**config.mk**
```make
export PLATFORM = sky130hd
export DESIGN_NAME = flash_wr_engine
export DESIGN_NICKNAME = d
export VERILOG_FILES = /design/src/rtl/flash_eng_pkg.sv /design/src/rtl/flash_cmd_seq.sv /design/src/rtl/flash_bus_cycle.sv /design/src/rtl/flash_done_detect.sv /design/src/rtl/flash_timeout.sv /design/src/rtl/flash_wr_engine.sv
export SDC_FILE = /design/constraint.sdc
export NUM_CORES = 1
export LEC_CHECK = 0
export BUFFER_PORTS_ARGS = -buffer_cell sky130_fd_sc_hd__buf_2
export CAP_MARGIN = 40
export CORE_MARGIN = 5
export CORE_UTILIZATION = 40
export CTS_CLUSTER_DIAMETER = 150
export DETAILED_ROUTE_END_ITERATION = 16
export RECOVER_POWER = 25
export SLEW_MARGIN = 40
export SYNTH_ARGS = -nofsm -noshare
export SYNTH_HDL_FRONTEND = slang
export SYNTH_SLANG_ARGS = --single-unit
```
**constraint.sdc**
```tcl
create_clock -name clk -period 2.6 [get_ports clk]
set_input_delay 0 -clock clk [delete_from_list [all_inputs] [get_ports clk]]
set_output_delay 0 -clock clk [all_outputs]
set_load 0.02 [all_outputs]
```
**src/rtl/flash_eng_pkg.sv**
```systemverilog
package flash_eng_pkg;

   typedef enum logic [1:0] {
      OP_PROG = 2'd0,
      OP_SECT = 2'd1,
      OP_BLK  = 2'd2,
      OP_CHIP = 2'd3
   } fl_op_e;

   typedef enum logic [2:0] {
      BP_IDLE, BP_SETUP, BP_STROBE, BP_HOLD, BP_READ, BP_GAP
   } bus_phase_e;

   typedef enum logic [2:0] {
      S_IDLE, S_WRITE, S_POLL, S_VERIFY, S_CONFIRM, S_FINISH
   } eng_state_e;

   localparam logic [15:0] CMD_ADDR_1 = 16'h5555;
   localparam logic [15:0] CMD_ADDR_2 = 16'h2AAA;

   localparam logic [7:0] CODE_KEY_1   = 8'hAA;
   localparam logic [7:0] CODE_KEY_2   = 8'h55;
   localparam logic [7:0] CODE_PROG    = 8'hA0;
   localparam logic [7:0] CODE_ERS_ARM = 8'h80;
   localparam logic [7:0] CODE_SECT    = 8'h30;
   localparam logic [7:0] CODE_BLK     = 8'h50;
   localparam logic [7:0] CODE_CHIP    = 8'h10;

   localparam int PROG_WRITES  = 4;
   localparam int ERASE_WRITES = 6;

endpackage

```
**src/rtl/flash_cmd_seq.sv**
```systemverilog
module flash_cmd_seq
   import flash_eng_pkg::*;
#(
   parameter int ADDR_W = 20,
   parameter int DATA_W = 8
) (
   input  fl_op_e              op,
   input  logic [ADDR_W-1:0]   tgt_addr,
   input  logic [DATA_W-1:0]   tgt_data,
   input  logic [2:0]          idx,
   output logic [ADDR_W-1:0]   wr_addr,
   output logic [DATA_W-1:0]   wr_data,
   output logic                last
);

   localparam logic [ADDR_W-1:0] KEY_A1 = ADDR_W'(CMD_ADDR_1);
   localparam logic [ADDR_W-1:0] KEY_A2 = ADDR_W'(CMD_ADDR_2);
   localparam logic [2:0] PROG_LAST  = 3'(PROG_WRITES - 1);
   localparam logic [2:0] ERASE_LAST = 3'(ERASE_WRITES - 1);

   generate
      if (ADDR_W < 16) begin : g_bad_addr
         $error("flash_cmd_seq: ADDR_W must cover the command addresses");
      end
      if (DATA_W != 8) begin : g_bad_data
         $error("flash_cmd_seq: command codes are byte wide");
      end
   endgenerate

   always_comb begin
      wr_addr = KEY_A1;
      wr_data = DATA_W'(CODE_KEY_1);
      if (op == OP_PROG) begin
         case (idx)
            3'd0:    begin wr_addr = KEY_A1;   wr_data = DATA_W'(CODE_KEY_1); end
            3'd1:    begin wr_addr = KEY_A2;   wr_data = DATA_W'(CODE_KEY_2); end
            3'd2:    begin wr_addr = KEY_A1;   wr_data = DATA_W'(CODE_PROG);  end
            default: begin wr_addr = tgt_addr; wr_data = tgt_data;            end
         endcase
      end else begin
         case (idx)
            3'd0: begin wr_addr = KEY_A1; wr_data = DATA_W'(CODE_KEY_1);   end
            3'd1: begin wr_addr = KEY_A2; wr_data = DATA_W'(CODE_KEY_2);   end
            3'd2: begin wr_addr = KEY_A1; wr_data = DATA_W'(CODE_ERS_ARM); end
            3'd3: begin wr_addr = KEY_A1; wr_data = DATA_W'(CODE_KEY_1);   end
            3'd4: begin wr_addr = KEY_A2; wr_data = DATA_W'(CODE_KEY_2);   end
            default: begin
               case (op)
                  OP_SECT: begin wr_addr = tgt_addr; wr_data = DATA_W'(CODE_SECT); end
                  OP_BLK:  begin wr_addr = tgt_addr; wr_data = DATA_W'(CODE_BLK);  end
                  default: begin wr_addr = KEY_A1;   wr_data = DATA_W'(CODE_CHIP); end
               endcase
            end
         endcase
      end
   end

   assign last = (op == OP_PROG) ? (idx == PROG_LAST) : (idx == ERASE_LAST);

endmodule

```
**src/rtl/flash_bus_cycle.sv**
```systemverilog
module flash_bus_cycle
   import flash_eng_pkg::*;
#(
   parameter int ADDR_W     = 20,
   parameter int DATA_W     = 8,
   parameter int SETUP_CYC  = 1,
   parameter int STROBE_CYC = 3,
   parameter int HOLD_CYC   = 1,
   parameter int READ_CYC   = 2
) (
   input  logic               clk,
   input  logic               rst_n,
   input  logic               start,
   input  logic               is_read,
   input  logic [ADDR_W-1:0]  addr,
   input  logic [DATA_W-1:0]  wdata,
   output logic               cyc_done,
   output logic [DATA_W-1:0]  rdata,
   output logic               fl_ce_n,
   output logic               fl_we_n,
   output logic               fl_oe_n,
   output logic [ADDR_W-1:0]  fl_addr,
   output logic [DATA_W-1:0]  fl_dq_out,
   output logic               fl_dq_oe,
   input  logic [DATA_W-1:0]  fl_dq_in
);

   localparam int MAX_AB = (SETUP_CYC > STROBE_CYC) ? SETUP_CYC : STROBE_CYC;
   localparam int MAX_CD = (HOLD_CYC > READ_CYC) ? HOLD_CYC : READ_CYC;
   localparam int MAX_C  = (MAX_AB > MAX_CD) ? MAX_AB : MAX_CD;
   localparam int CNT_W  = $clog2(MAX_C + 1);

   generate
      if (SETUP_CYC < 1 || STROBE_CYC < 1 || HOLD_CYC < 1 || READ_CYC < 1) begin : g_bad_len
         $error("flash_bus_cycle: every bus interval needs at least one cycle");
      end
   endgenerate

   bus_phase_e            ph_q;
   logic [CNT_W-1:0]      cnt_q;
   logic [CNT_W-1:0]      last_cnt;
   bus_phase_e            ph_next;
   logic [ADDR_W-1:0]     addr_q;
   logic [DATA_W-1:0]     data_q;

   always_comb begin
      case (ph_q)
         BP_SETUP:  begin last_cnt = CNT_W'(SETUP_CYC - 1);  ph_next = BP_STROBE; end
         BP_STROBE: begin last_cnt = CNT_W'(STROBE_CYC - 1); ph_next = BP_HOLD;   end
         BP_HOLD:   begin last_cnt = CNT_W'(HOLD_CYC - 1);   ph_next = BP_GAP;    end
         BP_READ:   begin last_cnt = CNT_W'(READ_CYC - 1);   ph_next = BP_GAP;    end
         default:   begin last_cnt = '0;                     ph_next = BP_IDLE;   end
      endcase
   end

   always_ff @(posedge clk or negedge rst_n) begin
      if (!rst_n) begin
         ph_q   <= BP_IDLE;
         cnt_q  <= '0;
         addr_q <= '0;
         data_q <= '0;
         rdata  <= '0;
      end else begin
         case (ph_q)
            BP_IDLE: begin
               if (start) begin
                  addr_q <= addr;
                  data_q <= wdata;
                  cnt_q  <= '0;
                  ph_q   <= is_read ? BP_READ : BP_SETUP;
               end
            end
            BP_GAP: ph_q <= BP_IDLE;
            default: begin
               if (cnt_q == last_cnt) begin
                  cnt_q <= '0;
                  ph_q  <= ph_next;
                  if (ph_q == BP_READ) rdata <= fl_dq_in;
               end else begin
                  cnt_q <= cnt_q + 1'b1;
               end
            end
         endcase
      end
   end

   assign cyc_done  = (ph_q == BP_GAP);
   assign fl_ce_n   = (ph_q == BP_IDLE) || (ph_q == BP_GAP);
   assign fl_we_n   = (ph_q != BP_STROBE);
   assign fl_oe_n   = (ph_q != BP_READ);
   assign fl_dq_oe  = (ph_q == BP_SETUP) || (ph_q == BP_STROBE) || (ph_q == BP_HOLD);
   assign fl_addr   = addr_q;
   assign fl_dq_out = data_q;

endmodule

```
**src/rtl/flash_done_detect.sv**
```systemverilog
module flash_done_detect #(
   parameter bit TOGGLE_EN = 1'b1
) (
   input  logic clk,
   input  logic rst_n,
   input  logic armed,
   input  logic sample,
   input  logic use_toggle,
   input  logic rd_msb,
   input  logic rd_b6,
   input  logic exp_msb,
   output logic status_ok
);

   logic poll_ok;
   assign poll_ok = (rd_msb == exp_msb);

   generate
      if (TOGGLE_EN) begin : g_toggle
         logic prev6_q;
         logic have_prev_q;
         always_ff @(posedge clk or negedge rst_n) begin
            if (!rst_n) begin
               prev6_q     <= 1'b0;
               have_prev_q <= 1'b0;
            end else if (!armed) begin
               have_prev_q <= 1'b0;
            end else if (sample) begin
               prev6_q     <= rd_b6;
               have_prev_q <= 1'b1;
            end
         end
         assign status_ok = use_toggle ? (have_prev_q && (rd_b6 == prev6_q)) : poll_ok;
      end else begin : g_poll_only
         logic unused_in;
         assign unused_in = ^{clk, rst_n, armed, sample, use_toggle, rd_b6};
         assign status_ok = poll_ok;
      end
   endgenerate

endmodule

```
**src/rtl/flash_timeout.sv**
```systemverilog
module flash_timeout #(
   parameter int LIMIT_W = 16
) (
   input  logic               clk,
   input  logic               rst_n,
   input  logic               run,
   input  logic [LIMIT_W-1:0] limit,
   output logic               expired
);

   logic [LIMIT_W-1:0] cnt_q;

   always_ff @(posedge clk or negedge rst_n) begin
      if (!rst_n)               cnt_q <= '0;
      else if (!run)            cnt_q <= '0;
      else if (cnt_q != '1)     cnt_q <= cnt_q + 1'b1;
   end

   assign expired = run && (cnt_q >= limit);

endmodule

```
**src/rtl/flash_wr_engine.sv**
```systemverilog
module flash_wr_engine
   import flash_eng_pkg::*;
#(
   parameter int ADDR_W        = 20,
   parameter int DATA_W        = 8,
   parameter int SETUP_CYC     = 1,
   parameter int STROBE_CYC    = 3,
   parameter int HOLD_CYC      = 1,
   parameter int READ_CYC      = 2,
   parameter bit TOGGLE_EN     = 1'b1,
   parameter bit TIMEOUT_EN    = 1'b1,
   parameter int CLK_MHZ       = 125,
   parameter int PROG_LIMIT_US = 20,
   parameter int ERASE_SCALE   = 5000
) (
   input  logic               clk,
   input  logic               rst_n,
   input  logic               req_valid,
   input  logic [1:0]         req_op,
   input  logic [ADDR_W-1:0]  req_addr,
   input  logic [DATA_W-1:0]  req_data,
   input  logic               poll_toggle,
   output logic               busy,
   output logic               done,
   output logic               error,
   output logic               fl_ce_n,
   output logic               fl_we_n,
   output logic               fl_oe_n,
   output logic [ADDR_W-1:0]  fl_addr,
   output logic [DATA_W-1:0]  fl_dq_out,
   output logic               fl_dq_oe,
   input  logic [DATA_W-1:0]  fl_dq_in
);

   localparam int TMO_PROG  = CLK_MHZ * PROG_LIMIT_US;
   localparam int TMO_ERASE = TMO_PROG * ERASE_SCALE;
   localparam int TMO_W     = $clog2(TMO_ERASE + 2);

   generate
      if (CLK_MHZ < 1 || PROG_LIMIT_US < 1 || ERASE_SCALE < 1) begin : g_bad_tmo
         $error("flash_wr_engine: timeout inputs must be positive");
      end
   endgenerate

   eng_state_e         st_q;
   fl_op_e             op_q;
   logic [ADDR_W-1:0]  addr_q;
   logic [DATA_W-1:0]  data_q;
   logic               mode_q;
   logic [2:0]         idx_q;
   logic               issued_q;
   logic               conf_second_q;
   logic               conf_bad_q;
   logic               err_q;

   logic [ADDR_W-1:0]  seq_addr;
   logic [DATA_W-1:0]  seq_data;
   logic               seq_last;
   logic               bus_start;
   logic               bus_read;
   logic [ADDR_W-1:0]  bus_addr;
   logic               cyc_done;
   logic [DATA_W-1:0]  rd_data;
   logic [DATA_W-1:0]  exp_byte;
   logic               rd_match;
   logic               status_ok;
   logic               tmo_hit;

   flash_cmd_seq #(.ADDR_W(ADDR_W), .DATA_W(DATA_W)) i_seq (
      .op       (op_q),
      .tgt_addr (addr_q),
      .tgt_data (data_q),
      .idx      (idx_q),
      .wr_addr  (seq_addr),
      .wr_data  (seq_data),
      .last     (seq_last)
   );

   assign bus_read  = (st_q == S_POLL) || (st_q == S_VERIFY) || (st_q == S_CONFIRM);
   assign bus_start = !issued_q && (bus_read || (st_q == S_WRITE));
   assign bus_addr  = (st_q == S_WRITE) ? seq_addr : addr_q;

   flash_bus_cycle #(
      .ADDR_W(ADDR_W), .DATA_W(DATA_W), .SETUP_CYC(SETUP_CYC),
      .STROBE_CYC(STROBE_CYC), .HOLD_CYC(HOLD_CYC), .READ_CYC(READ_CYC)
   ) i_bus (
      .clk       (clk),
      .rst_n     (rst_n),
      .start     (bus_start),
      .is_read   (bus_read),
      .addr      (bus_addr),
      .wdata     (seq_data),
      .cyc_done  (cyc_done),
      .rdata     (rd_data),
      .fl_ce_n   (fl_ce_n),
      .fl_we_n   (fl_we_n),
      .fl_oe_n   (fl_oe_n),
      .fl_addr   (fl_addr),
      .fl_dq_out (fl_dq_out),
      .fl_dq_oe  (fl_dq_oe),
      .fl_dq_in  (fl_dq_in)
   );

   assign exp_byte = (op_q == OP_PROG) ? data_q : '1;
   assign rd_match = (rd_data == exp_byte);

   flash_done_detect #(.TOGGLE_EN(TOGGLE_EN)) i_det (
      .clk        (clk),
      .rst_n      (rst_n),
      .armed      (st_q == S_POLL),
      .sample     ((st_q == S_POLL) && cyc_done),
      .use_toggle (mode_q),
      .rd_msb     (rd_data[DATA_W-1]),
      .rd_b6      (rd_data[6]),
      .exp_msb    (exp_byte[DATA_W-1]),
      .status_ok  (status_ok)
   );

   generate
      if (TIMEOUT_EN) begin : g_tmo
         logic [TMO_W-1:0] tmo_limit;
         assign tmo_limit = (op_q == OP_PROG) ? TMO_W'(TMO_PROG) : TMO_W'(TMO_ERASE);
         flash_timeout #(.LIMIT_W(TMO_W)) i_tmo (
            .clk     (clk),
            .rst_n   (rst_n),
            .run     (st_q == S_POLL),
            .limit   (tmo_limit),
            .expired (tmo_hit)
         );
      end else begin : g_no_tmo
         assign tmo_hit = 1'b0;
      end
   endgenerate

   always_ff @(posedge clk or negedge rst_n) begin
      if (!rst_n) begin
         st_q          <= S_IDLE;
         op_q          <= OP_PROG;
         addr_q        <= '0;
         data_q        <= '0;
         mode_q        <= 1'b0;
         idx_q         <= '0;
         issued_q      <= 1'b0;
         conf_second_q <= 1'b0;
         conf_bad_q    <= 1'b0;
         err_q         <= 1'b0;
      end else begin
         if (bus_start)     issued_q <= 1'b1;
         else if (cyc_done) issued_q <= 1'b0;

         case (st_q)
            S_IDLE: begin
               if (req_valid) begin
                  op_q   <= fl_op_e'(req_op);
                  addr_q <= req_addr;
                  data_q <= req_data;
                  mode_q <= poll_toggle;
                  idx_q  <= '0;
                  err_q  <= 1'b0;
                  st_q   <= S_WRITE;
               end
            end
            S_WRITE: begin
               if (cyc_done) begin
                  if (seq_last) st_q  <= S_POLL;
                  else          idx_q <= idx_q + 1'b1;
               end
            end
            S_POLL: begin
               if (cyc_done) begin
                  if (status_ok) begin
                     st_q <= S_VERIFY;
                  end else if (tmo_hit) begin
                     err_q <= 1'b1;
                     st_q  <= S_FINISH;
                  end
               end
            end
            S_VERIFY: begin
               if (cyc_done) begin
                  if (rd_match) begin
                     st_q <= S_FINISH;
                  end else begin
                     conf_second_q <= 1'b0;
                     conf_bad_q    <= 1'b0;
                     st_q          <= S_CONFIRM;
                  end
               end
            end
            S_CONFIRM: begin
               if (cyc_done) begin
                  if (conf_second_q) begin
                     err_q <= conf_bad_q || !rd_match;
                     st_q  <= S_FINISH;
                  end else begin
                     conf_second_q <= 1'b1;
                     conf_bad_q    <= !rd_match;
                  end
               end
            end
            default: st_q <= S_IDLE;
         endcase
      end
   end

   assign busy  = (st_q != S_IDLE);
   assign done  = (st_q == S_FINISH);
   assign error = done && err_q;

endmodule

```
==> flow_summary.json, run 1 <==
{
  "grt_setup_unrepaired": "no",
  "numCtsBuffers": 9,
  "die_area_um2": 16600,
  "yosys_warnings": 0,
  "cts_tree": "built",
  "die_x_um": 129,
  "vias": 4766,
  "finalWirelength_um": 14300,
  "grt_pass1_vias": 4893,
  "routed_via_density": 5.29,
  "diodes": 0,
  "post_drt_wl_per_cell_um": 15.8,
  "r2r_setup_slack_ns": 0.20,
  "async_reset_ff_share_pct": 100,
  "netlist_area_um2": 5640,
  "grt_pass1_wl_um": 23800,
  "clk_pin_slew_ns": 0.08,
  "antenna_found_initial": 0,
  "critPathMaxFanout": 8,
  "max_slew.worst_pin.slew_ns": 1.38,
  "crit-reg2reg-launch": "op_q[1]",
  "max_stage_delay_ns": 0.39,
  "slew_headroom_pct": 8.21,
  "yosys.cell_types.count": 60,
  "vdd_drop_max_v": 0.000494,
  "drc": 0,
  "port_buffers": 76,
  "crit_type": "flop to flop",
  "hold_start": "req_valid",
  "synth_top_flop_cell": "dfrtp_1",
  "hp-class": "input port to flop",
  "area_growth_pct": 24.9,
  "cts_max_level": 3,
  "hold_path_end": "addr_q[6]",
  "avgSynthCellArea_um2": 9.50,
  "crit_chain": "inv_1, ha_2, inv_1, o41ai_1, a31oi_1, nor4_2, buf_4, nor3_1, a211oi_1",
  "ys_ff_latch": 108,
  "std_cell_rows": 43,
  "pwr_density_cell_nw_per_um2": 1040,
  "die_h_um": 129,
  "core-area_um2": 13900,
  "synthesis.nets": 650,
  "hold_viol": 0,
  "reg2reg_depth": 9,
  "status": "finished clean",
  "initial_core_util_pct": 40.7,
  "drt_iter0_drc": 271,
  "finalCritPeriodShare_pct": 92.4,
  "cp.required_ns": 2.86,
  "max_freq_mhz": 416,
  "firstDrtPassIters": 4,
  "maxCapViolCount": 0,
  "place.gp.congestion": 0.821,
  "postRouteAntennaNets": 0,
  "cp.arrival_ns": 2.66,
  "postSynthCellCount": 594,
  "fin_nets": 772,
  "worst_path_max_delay_cell": "dfrtp_1",
  "grt_overflow": 0,
  "multi_input_area_um2": 2800,
  "power_mw": 7.36,
  "endpoint_kind": "flop",
  "layout_min_cycle_time_ns": 2.40,
  "worst_path_most_repeated_cell": "inv_1",
  "drive_gt1_share_pct": 20.9,
  "post_cts_buffers": 0,
  "p_leak_nw": 3.13,
  "timing.final.max_slew_violations": 0,
  "grt_max_degree": 52,
  "critPathLaunchType": "flop",
  "finalClockSkew_ns": 0.0105,
  "synth-seq-area-share_pct": 47.9,
  "hpwl_um": 10200,
  "r2r_end": "conf_bad_q",
  "fillers": 1305,
  "io_pins": 77,
  "synth_edf_count": 0,
  "cts_root_buf": "clkbuf_16",
  "track_usage_pct": 17.7,
  "seqCellArea_um2": 2700,
  "whs_path_depth": 6,
  "fin_tns_setup_ns": 0,
  "worstSkewPairLatency_ns": 0.35,
  "clock-sinks": 108,
  "clockBufferDepth": 2,
  "setup_viol": 0
}
## critical path: cells and delay by family, from the launching register on
family	cells	cell delay, ns
adders and majority gates	1	0.28
AOI/OAI and AO/OA	3	0.71
buffers and inverters	3	0.52
DFF	1	0.39
and+or+nand+nor	2	0.41
## cell families (layout without fill, tap and decap cells)
group                    count (synthesis)  after routing  share of synthesized area [%]
multiplexers                            40             40                           7.91
adder cells (fa/ha/maj)                 14             14                           3.10
AND/OR/NAND/NOR                        232            232                           19.6
XOR/XNOR                                26             26                           4.03
buffers and inverters                   45            172                           3.10
flip-flops                             108            108                           47.9
AO/OA/AOI/OAI                          129            129                           14.4
## cells in the final DEF (no fill, tap or decap), drive strengths merged, types with 4 or more instances in the layout
cell type      n
dfrtp        108
buf           84
nor2          71
nand2         70
o21ai         52
dlygate4sd3   40
mux2          37
clkbuf        24
a21oi         22
nand3         20
inv           19
xor2          18
nor3          14
ha            14
nor2b         10
nand2b        10
a31oi          9
xnor2          8
nand4          7
o31ai          6
and2           5
and3           5
a22o           5
o221ai         5
a221oi         4
or2            4
## synthesized netlist by cell type (all sizes together), types with 14 or more instances
cell type  count  share of area (%)
ha            14                3.1
nand3         20                1.9
mux2          37                7.4
nand2         70                4.7
a21oi         22                2.0
xor2          18                2.8
o21ai         52                4.6
nor3          14                1.3
clkbuf        24                1.6
inv           17                1.1
nor2          71                4.7
dfrtp        108                 48
## registers in the layout, summed over array words and instances (netlist names)
name                        count
i_bus.ph_q                      3
i_det.g_toggle.have_prev_q      1
i_bus.fl_addr                  20
idx_q                           3
err_q                           1
op_q                            2
mode_q                          1
data_q                          8
addr_q                         20
i_det.g_toggle.prev6_q          1
issued_q                        1
st_q                            3
i_bus.fl_dq_out                 8
conf_second_q                   1
g_tmo.i_tmo.cnt_q              24
i_bus.cnt_q                     2
conf_bad_q                      1
i_bus.rdata                     8
## metal layers
| layer | GRT usage, % | vias to the layer above | wire length [um] |
|---|---|---|---|
| met5 | 0 | - | 0 |
| met4 | 6.67 | 0 | 269 |
| met3 | 2.78 | 21 | 471 |
| met2 | 29.4 | 86 | 6840 |
| met1 | 23.2 | 2324 | 6700 |
| li1 | - | 2335 | - |
## worst max path at each step
stage          startpoint          to  slack (ns)
2_1_floorplan     op_q[0]     st_q[1]        0.27
3_3_place_gp      op_q[0]  conf_bad_q        0.18
3_5_place_dp      op_q[0]  conf_bad_q        0.01
4_1_cts           op_q[0]  conf_bad_q        0.10
5_1_grt           op_q[1]  conf_bad_q        0.04
6_report          op_q[1]  conf_bad_q        0.20
## final cells by class
| type | count | area share (%) |
|---|---|---|
| Clock inverter | 7 | 1.17 |
| Timing Repair Buffer | 139 | 13.5 |
| Tap cell | 180 | 3.20 |
| Clock buffer | 9 | 3.20 |
| Sequential cell | 108 | 38.4 |
| Inverter | 17 | 0.906 |
| Multi-Input combinational cell | 441 | 39.7 |
## stage by stage
step                      instance area, um2  std cells  worst slack [ns]  hold slack [ns]  utilization, %
after floorplan                         5640        594             0.267           -0.296               -
after global placement                  6330        845             0.179           0.0830            45.6
after detailed placement                6330        845            0.0126           0.0935            45.6
after CTS                               7050        901             0.100            0.262            50.8
after global routing                    7050        901            0.0439            0.403            50.8
final                                   7050        901             0.197            0.334            50.8
## timing repair
item | CTS | global route
hold endpoints to repair | 87 | 0
pin swaps | 0 | 0
hold buffers | 40 | 0
resized for setup | 1 | 3
setup endpoints to repair | 1 | 7
## power breakdown
part | internal, mW | total, mW | switching, mW
clock | 0.763 | 1.42 | 0.655
combinational | 1.29 | 3.06 | 1.77
sequential | 2.32 | 2.88 | 0.562
total | 4.37 | 7.36 | 2.99
No activity file was read; power rests on OpenSTA's default activity.
==> run 2, diff against run 1 <==
--- a/config.mk
+++ b/config.mk
@@ -8,9 +8,10 @@
 export BUFFER_PORTS_ARGS = -buffer_cell sky130_fd_sc_hd__buf_2
 export CAP_MARGIN = 40
 export CORE_MARGIN = 5
-export CORE_UTILIZATION = 40
+export CORE_UTILIZATION = 50
 export CTS_CLUSTER_DIAMETER = 150
 export DETAILED_ROUTE_END_ITERATION = 16
+export PLACE_DENSITY = 0.71
 export RECOVER_POWER = 25
 export SLEW_MARGIN = 40
 export SYNTH_ARGS = -nofsm -noshare
==> flow_summary.json, run 2 (synthesis results as in run 1) <==
{
  "status": "finished clean",
  "hold_path_end": "op_q[1]",
  "max_stage_delay_ns": 0.36,
  "cp_top_family": "compound AO/OA/AOI/OAI gates",
  "cts_root_buf": "clkbuf_16",
  "setup_viol": 0,
  "r2r_setup_slack_ns": 0.19,
  "antenna_found_initial": 0,
  "hp-class": "input port to flop",
  "busiest_layer": "met2",
  "finalClockSkew_ns": 0.00546,
  "drt_iter0_drc": 336,
  "cp-startpoint": "op_q[0]",
  "post_drt_wl_per_cell_um": 16.1,
  "vias": 4822,
  "postRouteAntennaNets": 0,
  "hold_start": "req_valid",
  "slew_headroom_pct": 12.0,
  "finalWirelength_um": 13900,
  "area_growth_pct": 23.0,
  "cts_max_level": 3,
  "r2r_end": "err_q",
  "crit_chain": "inv_1, ha_1, buf_4, o21ai_0, or2_1, o221ai_1, a211o_1, a221oi_1, o31a_1",
  "largest_reg_flops": 24,
  "die_x_um": 116,
  "endpoint_kind": "flop",
  "initial_core_util_pct": 51.6,
  "hpwl_um": 9810,
  "port_buffers": 76,
  "whs_path_depth": 5,
  "finalCritPeriodShare_pct": 92.9,
  "placedCellCount": 803,
  "max_slew.worst_pin.slew_ns": 1.32,
  "drc": 0,
  "use_met3_pct": 4.15,
  "grt_setup_unrepaired": "no",
  "pwr_density_cell_nw_per_um2": 1040,
  "track_usage_pct": 21.8,
  "cp.arrival_ns": 2.71,
  "fin_tns_setup_ns": 0,
  "crit-reg2reg-launch": "op_q[0]",
  "critPathLaunchType": "flop",
  "hold_viol": 0,
  "crit_type": "flop to flop",
  "final_cells": 860,
  "cp.required_ns": 2.89,
  "gr-usage-met1_pct": 28.4,
  "power_mw": 7.20,
  "vdd_drop_max_v": 0.000754,
  "place.gp.congestion": 0.892,
  "layout_min_cycle_time_ns": 2.41,
  "worstSkewPairLatency_ns": 0.35,
  "grt_pass1_wl_um": 23300,
  "io_pins": 77,
  "fin_nets": 770,
  "largest-register": "g_tmo.i_tmo.cnt_q",
  "critPathBufInv": 2,
  "grt_pass1_vias": 4796,
  "clockBufferDepth": 2,
  "die_h_um": 116,
  "timing.final.max_slew_violations": 0,
  "routed_via_density": 5.61,
  "maxCapViolCount": 0,
  "p_leak_nw": 3.10,
  "firstDrtPassIters": 5,
  "critPathMaxFanout": 19,
  "core-area_um2": 10900,
  "clk_pin_slew_ns": 0.07,
  "utilization_pct": 63.5,
  "reg2reg_depth": 9,
  "std_cell_rows": 38,
  "drive_gt1_share_pct": 20.4,
  "grt_overflow": 0,
  "clock-sinks": 108,
  "worst_path_max_delay_cell": "dfrtp_1",
  "cts_tree": "built",
  "max_freq_mhz": 414,
  "numCtsBuffers": 9,
  "layout_common_cells": "108 x dfrtp_1, 71 x nor2_1, 70 x nand2_1, 63 x buf_2, 40 x dlygate4sd3_1",
  "gr-usage-met2_pct": 36.7,
  "die_area_um2": 13500,
  "grt_max_degree": 54,
  "final_common_cell": "dfrtp_1"
}
==> run 2: report_power, final <==
part / internal, mW / leakage, nW / switching [mW]
logic: 1.26 / 1.63 / 1.74
registers: 2.32 / 1.34 / 0.566
clock network: 0.678 / 0.132 / 0.627
total: 4.26 / 3.10 / 2.94
==> run 2: tightest hold or removal path, delay by kind of cell <==
kind / cells / cell delay (ns)
AO/OA/AOI/OAI: 1 / 0.15
buffers and inverters: 3 / 0.37
AND/OR/NAND/NOR: 1 / 0.06
==> run 2: worst max-delay path by stage <==
stage / endpoint / slack (ns) / cells past startpoint
global placement: g_tmo.i_tmo.cnt_q[12] / 0.23 / 7
detailed placement: i_bus.fl_addr[13] / 0.16 / 8
floorplan: st_q[1] / 0.27 / 12
global route: err_q / 0.003 / 10
finish: err_q / 0.19 / 9
CTS: i_bus.fl_addr[13] / 0.15 / 8
==> run 2: layer usage <==
metal	vias to the layer above	wire length, um
li1	2345	-
met1	2351	5970
met2	106	6970
met3	20	656
met4	0	264
met5	-	0
==> run 2: layout make-up <==
type,instances,area [um2]
multi-input combinational,441,2780
inverter,17,63.8
timing repair buffer,137,936
antenna,1,2.50
tap,140,175
sequential,108,2700
clock inverter,5,37.5
clock buffer,11,243
fill,890,3990
==> run 2: through the flow <==
step,setup slack [ns],hold slack (ns),cell area [um2]
after floorplan,0.267,-0.296,5640
after global placement,0.231,0.0839,6270
after detailed placement,0.162,0.0844,6270
after CTS,0.146,0.252,6950
after global routing,0.00326,0.342,6940
final,0.185,0.289,6940
==> run 2: what timing repair did <==
item	4_1_cts	5_1_grt
setup buffers	0	0
endpoints found under the setup margin	0	1
gates resized for setup	0	1
hold endpoints to repair	89	0
hold buffers	40	0
